--- src/rtl/sitimer_pkg.sv ---
package sitimer_pkg;
  localparam int REG_W   = 64;
  localparam int IVL_LSB = 8;
  localparam int IVL_W   = 24;
  localparam int CNT_W   = IVL_LSB + IVL_W;

  typedef struct packed {
    logic [IVL_W-1:0] ivl;
    logic             rnd;
  } cfg_t;
endpackage

--- src/rtl/sit_cfg_reg.sv ---
module sit_cfg_reg
  import sitimer_pkg::*;
(
  input  logic             clk_i,
  input  logic             rst_ni,
  input  logic             we_i,
  input  logic [REG_W-1:0] wdata_i,
  output logic [REG_W-1:0] rdata_o,
  output cfg_t             cfg_o
);
  cfg_t cfg_q;
  logic unused_wbits;
  assign unused_wbits = ^{wdata_i[REG_W-1:CNT_W], wdata_i[IVL_LSB-1:1]};

  always_ff @(posedge clk_i or negedge rst_ni) begin
    if (!rst_ni) cfg_q <= '0;
    else if (we_i) begin
      cfg_q.ivl <= wdata_i[CNT_W-1:IVL_LSB];
      cfg_q.rnd <= wdata_i[0];
    end
  end

  assign cfg_o   = cfg_q;
  assign rdata_o = {{(REG_W-CNT_W){1'b0}}, cfg_q.ivl, {(IVL_LSB-1){1'b0}}, cfg_q.rnd};

  a_r2_write_capture: assert property (@(posedge clk_i) disable iff (!rst_ni)
    we_i |=> (rdata_o[CNT_W-1:IVL_LSB] == $past(wdata_i[CNT_W-1:IVL_LSB]))
             && (rdata_o[0] == $past(wdata_i[0])));
endmodule

--- src/rtl/sit_jitter_lfsr.sv ---
module sit_jitter_lfsr #(
  parameter int              LFSR_W = 16,
  parameter int              JIT_W  = 8,
  parameter logic [LFSR_W-1:0] TAPS = 16'hB400,
  parameter logic [LFSR_W-1:0] SEED = 16'hACE1
) (
  input  logic             clk_i,
  input  logic             rst_ni,
  input  logic             step_i,
  output logic [JIT_W-1:0] jitter_o
);
  logic [LFSR_W-1:0] state_q;
  logic              fb;

  assign fb = ^(state_q & TAPS);

  always_ff @(posedge clk_i or negedge rst_ni) begin
    if (!rst_ni)     state_q <= SEED;
    else if (step_i) state_q <= {state_q[LFSR_W-2:0], fb};
  end

  assign jitter_o = state_q[JIT_W-1:0];

  a_r9_nonzero: assert property (@(posedge clk_i) disable iff (!rst_ni) state_q != '0);
  a_r9_hold_idle: assert property (@(posedge clk_i) disable iff (!rst_ni)
    !step_i |=> $stable(state_q));
endmodule

--- src/rtl/sit_reload_calc.sv ---
module sit_reload_calc
  import sitimer_pkg::*;
#(
  parameter int unsigned MIN_INTERVAL = 512,
  parameter int          JIT_W        = 8
) (
  input  cfg_t             cfg_i,
  input  logic [JIT_W-1:0] jitter_i,
  output logic [CNT_W-1:0] reload_o
);
  logic [CNT_W-1:0] base, floor_v;

  always_comb begin
    base    = {cfg_i.ivl, {IVL_LSB{1'b0}}};
    floor_v = (base < CNT_W'(MIN_INTERVAL)) ? CNT_W'(MIN_INTERVAL) : base;
    reload_o = floor_v + (cfg_i.rnd ? CNT_W'(jitter_i) : '0);
  end
endmodule

--- src/rtl/sit_down_counter.sv ---
module sit_down_counter #(
  parameter int          CNT_W        = 32,
  parameter int unsigned MIN_INTERVAL = 512
) (
  input  logic             clk_i,
  input  logic             rst_ni,
  input  logic             tick_i,
  input  logic [CNT_W-1:0] reload_i,
  output logic             expire_o,
  output logic             sample_o
);
  logic [CNT_W-1:0] cnt_q;
  logic             sample_q;

  assign expire_o = tick_i && (cnt_q == CNT_W'(1));

  always_ff @(posedge clk_i or negedge rst_ni) begin
    if (!rst_ni) begin
      cnt_q    <= CNT_W'(MIN_INTERVAL);
      sample_q <= 1'b0;
    end else begin
      sample_q <= expire_o;
      if (expire_o)    cnt_q <= reload_i;
      else if (tick_i) cnt_q <= cnt_q - CNT_W'(1);
    end
  end

  assign sample_o = sample_q;

  a_r3_hold_idle: assert property (@(posedge clk_i) disable iff (!rst_ni)
    !tick_i |=> $stable(cnt_q));
  a_r4_single_pulse: assert property (@(posedge clk_i) disable iff (!rst_ni)
    sample_o |=> !sample_o);
  a_r4_reload_on_expiry: assert property (@(posedge clk_i) disable iff (!rst_ni)
    expire_o |=> cnt_q == $past(reload_i));
  a_r6_floor: assert property (@(posedge clk_i) disable iff (!rst_ni)
    expire_o |-> reload_i >= CNT_W'(MIN_INTERVAL));
  a_r4_never_zero: assert property (@(posedge clk_i) disable iff (!rst_ni) cnt_q != '0);
endmodule

--- src/rtl/sample_interval_timer.sv ---
module sample_interval_timer
  import sitimer_pkg::*;
#(
  parameter int unsigned MIN_INTERVAL = 512,
  parameter int          LFSR_W       = 16,
  parameter int          JIT_W        = 8,
  parameter logic [LFSR_W-1:0] LFSR_SEED = 16'hACE1
) (
  input  logic             clk_i,
  input  logic             rst_ni,
  input  logic             enable_i,
  input  logic             event_i,
  input  logic             reg_we_i,
  input  logic [REG_W-1:0] reg_wdata_i,
  output logic [REG_W-1:0] reg_rdata_o,
  output logic             sample_o
);
  cfg_t             cfg;
  logic [JIT_W-1:0] jitter;
  logic [CNT_W-1:0] reload;
  logic             tick, expire;

  assign tick = enable_i & event_i;

  sit_cfg_reg u_cfg (
    .clk_i, .rst_ni, .we_i(reg_we_i), .wdata_i(reg_wdata_i),
    .rdata_o(reg_rdata_o), .cfg_o(cfg)
  );

  sit_jitter_lfsr #(.LFSR_W(LFSR_W), .JIT_W(JIT_W), .SEED(LFSR_SEED)) u_lfsr (
    .clk_i, .rst_ni, .step_i(expire), .jitter_o(jitter)
  );

  sit_reload_calc #(.MIN_INTERVAL(MIN_INTERVAL), .JIT_W(JIT_W)) u_calc (
    .cfg_i(cfg), .jitter_i(jitter), .reload_o(reload)
  );

  sit_down_counter #(.CNT_W(CNT_W), .MIN_INTERVAL(MIN_INTERVAL)) u_cnt (
    .clk_i, .rst_ni, .tick_i(tick), .reload_i(reload),
    .expire_o(expire), .sample_o
  );

  a_r2_reserved_zero: assert property (@(posedge clk_i) disable iff (!rst_ni)
    reg_rdata_o[REG_W-1:CNT_W] == '0 && reg_rdata_o[IVL_LSB-1:1] == '0);
  a_r3_no_sample_unless_tick: assert property (@(posedge clk_i) disable iff (!rst_ni)
    !tick |=> !sample_o);
endmodule

--- config.mk ---
export PLATFORM = sky130hd
export DESIGN_NAME = sample_interval_timer
export DESIGN_NICKNAME = d
export VERILOG_FILES = /design/src/rtl/sitimer_pkg.sv /design/src/rtl/sit_cfg_reg.sv /design/src/rtl/sit_jitter_lfsr.sv /design/src/rtl/sit_reload_calc.sv /design/src/rtl/sit_down_counter.sv /design/src/rtl/sample_interval_timer.sv
export SDC_FILE = /design/constraint.sdc
export NUM_CORES = 1
export LEC_CHECK = 0
export BUFFER_PORTS_ARGS = -buffer_cell sky130_fd_sc_hd__buf_2
export CAP_MARGIN = 20
export CORE_MARGIN = 2
export CORE_UTILIZATION = 40
export CTS_CLUSTER_DIAMETER = 30
export DETAILED_ROUTE_END_ITERATION = 10
export PLACE_DENSITY = 0.65
export SYNTH_ARGS = -nofsm -noshare
export SYNTH_HDL_FRONTEND = slang
export SYNTH_SLANG_ARGS = --single-unit
--- constraint.sdc ---
create_clock -name clk_i -period 3.2 [get_ports clk_i]
set_input_delay 0.64 -clock clk_i [delete_from_list [all_inputs] [get_ports clk_i]]
set_output_delay 0.64 -clock clk_i [all_outputs]
set_load 0.02 [all_outputs]
==> results.sh <==
export IMPL_root_buffer="clkbuf_8"
export IMPL_cts_tree="done"
export IMPL_whs_ps=284
export IMPL_drt_iter0_drc=186
export IMPL_grt_max_degree=38
export IMPL_drive_above_1_share_pct=25.9
export IMPL_grt_pass1_wl_um=15500
export IMPL_cts_setup_buffers=0
export IMPL_async_reset_ff_share_pct=100
export IMPL_path_buf_inv=2
export IMPL_ys_seq_area_share_pct=45.4
export IMPL_clockBufferDepth=2
export IMPL_postSynthCellCount=430
export IMPL_min_period_ps=2700
export IMPL_dr_pass1_iters=4
export IMPL_ys_top_cells_by_area="dfrtp_1 (40%), buf_4 (7.3%), mux2_2 (6.3%)"
export IMPL_avgRoutedWirePerCell_um=14.9
export IMPL_synth_top_cell_area_share_pct=39.6
export IMPL_path_max_fanout=28
export IMPL_slowest_delay_ps=570
export IMPL_io_buffers=55
export IMPL_critPathLaunchType="flip-flop"
export IMPL_placed_cell_area_um2=4360
export IMPL_crit_slowest_cell="or4_4"
export IMPL_synth_xor_xnor_area_share_pct=1.28
export IMPL_status="complete, no violations"
export IMPL_clock_sinks=74
export IMPL_area_delta_synth_final_pct=12.2
export IMPL_layout_common_cells="nand2_1 (69), dfrtp_1 (65), buf_2 (55)"
export IMPL_synth_warnings=0
export IMPL_synth_compound_area_share_pct=11.3
export IMPL_setup_violations=0
export IMPL_synth_top_family_by_area="simple AND/OR/NAND/NOR gates"
export IMPL_synthSimpleGateAreaFrac_pct=24.0
export IMPL_endpoint_kind="flip-flop"
export IMPL_layout_commonest_cell="nand2_1"
export IMPL_synth_edf_count=0
export IMPL_postLayoutCellArea_um2=4600
export IMPL_clock_latency_ps=350
export IMPL_hold_buffers=0
export IMPL_netlist_area_um2=4100
export IMPL_pwr_share_seq_pct=47.3
export IMPL_grt_pass1_vias=3137
export IMPL_r2r_end="u_cnt.cnt_q[7]$_DFFE_PN0P_"
export IMPL_grt_overflow_total=0
export IMPL_synth_mux_area_share_pct=6.31
export IMPL_sw_frac_of_total_pct=26.8
export IMPL_synth_top_area_cell="dfrtp_1"
export IMPL_antennaDiodeCount=0
export IMPL_cellInternalPower_mw=1.63
export IMPL_die_h_um=105
export IMPL_synth_adder_area_share_pct=0.610
export IMPL_r2r_start="u_cnt.cnt_q[25]$_DFFE_PN0P_"
export IMPL_fp_row_count=36
export IMPL_drt_total_wl_um=9250
export IMPL_synth_cell_types=61
export IMPL_cap_violations=0
export IMPL_antenna_left=0
export IMPL_worst_pin_slew_ps=590
export IMPL_io_pins=134
export IMPL_antenna_found_initial=0
export IMPL_p_leak_nw=2.07
export IMPL_place_hpwl_um=6550
export IMPL_vias_per_cell=5.39
export IMPL_cts_resized=0
export IMPL_comb_power_share_pct=12.8
export IMPL_start_util_pct=41.6
export IMPL_clock_skew_ps=10.1
export IMPL_grt_usage_pct=17.4
export IMPL_timing_setup_tns_ps=0
export IMPL_clockPowerShare_pct=39.9
export IMPL_die_w_um=105
export IMPL_r2r_slack_ps=500
export IMPL_synthFlopType="dfrtp_1"
export IMPL_finalHoldViolations=0
export IMPL_drc=0
export IMPL_rsz0062_at_grt="no"
export IMPL_reg2reg_depth=7
export IMPL_dieArea_um2=11100
export IMPL_hp_class="primary input to async pin"
export IMPL_synth_seq_cells=74
export IMPL_crit_chain="or4_4, nor4_4, nand3_2, inv_2, buf_4, or4_1, nand3_1"
export IMPL_p_per_area_nw_per_um2=484
export IMPL_core_area_um2=9860
export IMPL_required_ps=3430
export IMPL_avgSynthCellArea_um2=9.54
export IMPL_fmax_mhz=370
export IMPL_maxSlewViolCount=0
export IMPL_final_net_count=552
export IMPL_fill_cells=954
export IMPL_peakVddDrop_mv=0.472
export IMPL_routabilityCongestion=0.814
export IMPL_clk_pin_slew_ps=80
export IMPL_slew_headroom_pct=60.3
export IMPL_htree_levels=3
export IMPL_arrival_ps=2930
export IMPL_cts_buffers=9
export IMPL_finalPower_mw=2.23
export IMPL_fin_crit_sh_pct=84.4
export IMPL_worstSetupPathType="flip-flop to flip-flop"
export IMPL_crit_family="simple AND/OR/NAND/NOR gates"
export IMPL_num_vias=3338
export IMPL_switchingPower_mw=0.598
worst max-delay path by stage:
stage / start / to / cells after the start
global placement: u_cnt.cnt_q[25]$_DFFE_PN0P_ / u_cnt.cnt_q[5]$_DFFE_PN0P_ / 7
floorplan: u_cnt.cnt_q[14]$_DFFE_PN0P_ / u_cnt.cnt_q[31]$_DFFE_PN0P_ / 5
finish: u_cnt.cnt_q[25]$_DFFE_PN0P_ / u_cnt.cnt_q[7]$_DFFE_PN0P_ / 7
CTS: u_cnt.cnt_q[27]$_DFFE_PN0P_ / u_cnt.cnt_q[7]$_DFFE_PN0P_ / 7
global route: u_cnt.cnt_q[27]$_DFFE_PN0P_ / u_cnt.cnt_q[7]$_DFFE_PN0P_ / 7
detailed placement: u_cnt.cnt_q[25]$_DFFE_PN0P_ / u_cnt.cnt_q[7]$_DFFE_PN0P_ / 7
per-layer routing:
| layer | up-vias | track usage [%] | wire [µm] | share of wire (%) |
|---|---|---|---|---|
| li1 | 1575 | - | - | - |
| met1 | 1621 | 22.5 | 4030 | 44 |
| met2 | 123 | 28.6 | 4470 | 48 |
| met3 | 19 | 3.83 | 527 | 5.7 |
| met4 | 0 | 6.48 | 221 | 2.4 |
| met5 | - | 0 | 0 | 0 |
final cells by class:
type	count	area (µm²)	share of cell area, %
Multi-Input combinational cell	316	1930	42.0
Sequential cell	74	1860	40.5
Timing Repair Buffer	63	335	7.28
Tap cell	133	166	3.61
Clock buffer	12	145	3.15
Clock inverter	4	98.8	2.15
Inverter	17	63.8	1.39
flip-flops by register name (all words and copies together) (netlist names):
signal / cells
u_cfg.cfg_o: 25
u_cnt.cnt_q: 32
u_cnt.sample_o: 1
u_lfsr.state_q: 16
per-stage QoR:
stage,setup WS [ps],cells,utilization [%]
2_1_floorplan,963,468,-
3_5_place_dp,523,603,44.2
4_1_cts,499,619,46.7
5_1_grt,269,619,46.7
3_3_place_gp,562,603,44.2
6_report,500,619,46.7
synthesized netlist by cell type (all sizes together), types with 6 or more instances:
library cell	number
buf	47
a21oi	8
nand2	69
nor2	16
nor3	8
mux2	23
nor4	18
o21ai	22
a22oi	7
dfrtp	65
clkbuf	14
nand4	9
or3	6
nand3	19
or4	11
inv	17
dfstp	9
logic make-up after synthesis:
family                     after synthesis
xor gates and xnor gates                 6
AOI/OAI and AO/OA                       67
muxes                                   23
and+or+nand+nor                        179
DFF                                     74
buffers and inverters                   78
adders and majority gates                2
other                                    1
power by group through the flow:
stage	clock (mW)	sequential (mW)	combinational, mW
after global placement	0	1.07	0.280
after floorplan	0	1.09	0.190
after global routing	0.961	1.06	0.314
after CTS	0.910	1.05	0.287
after detailed placement	0	1.07	0.286
final	0.889	1.05	0.285
Note: power is estimated with default switching activity, not from simulation.
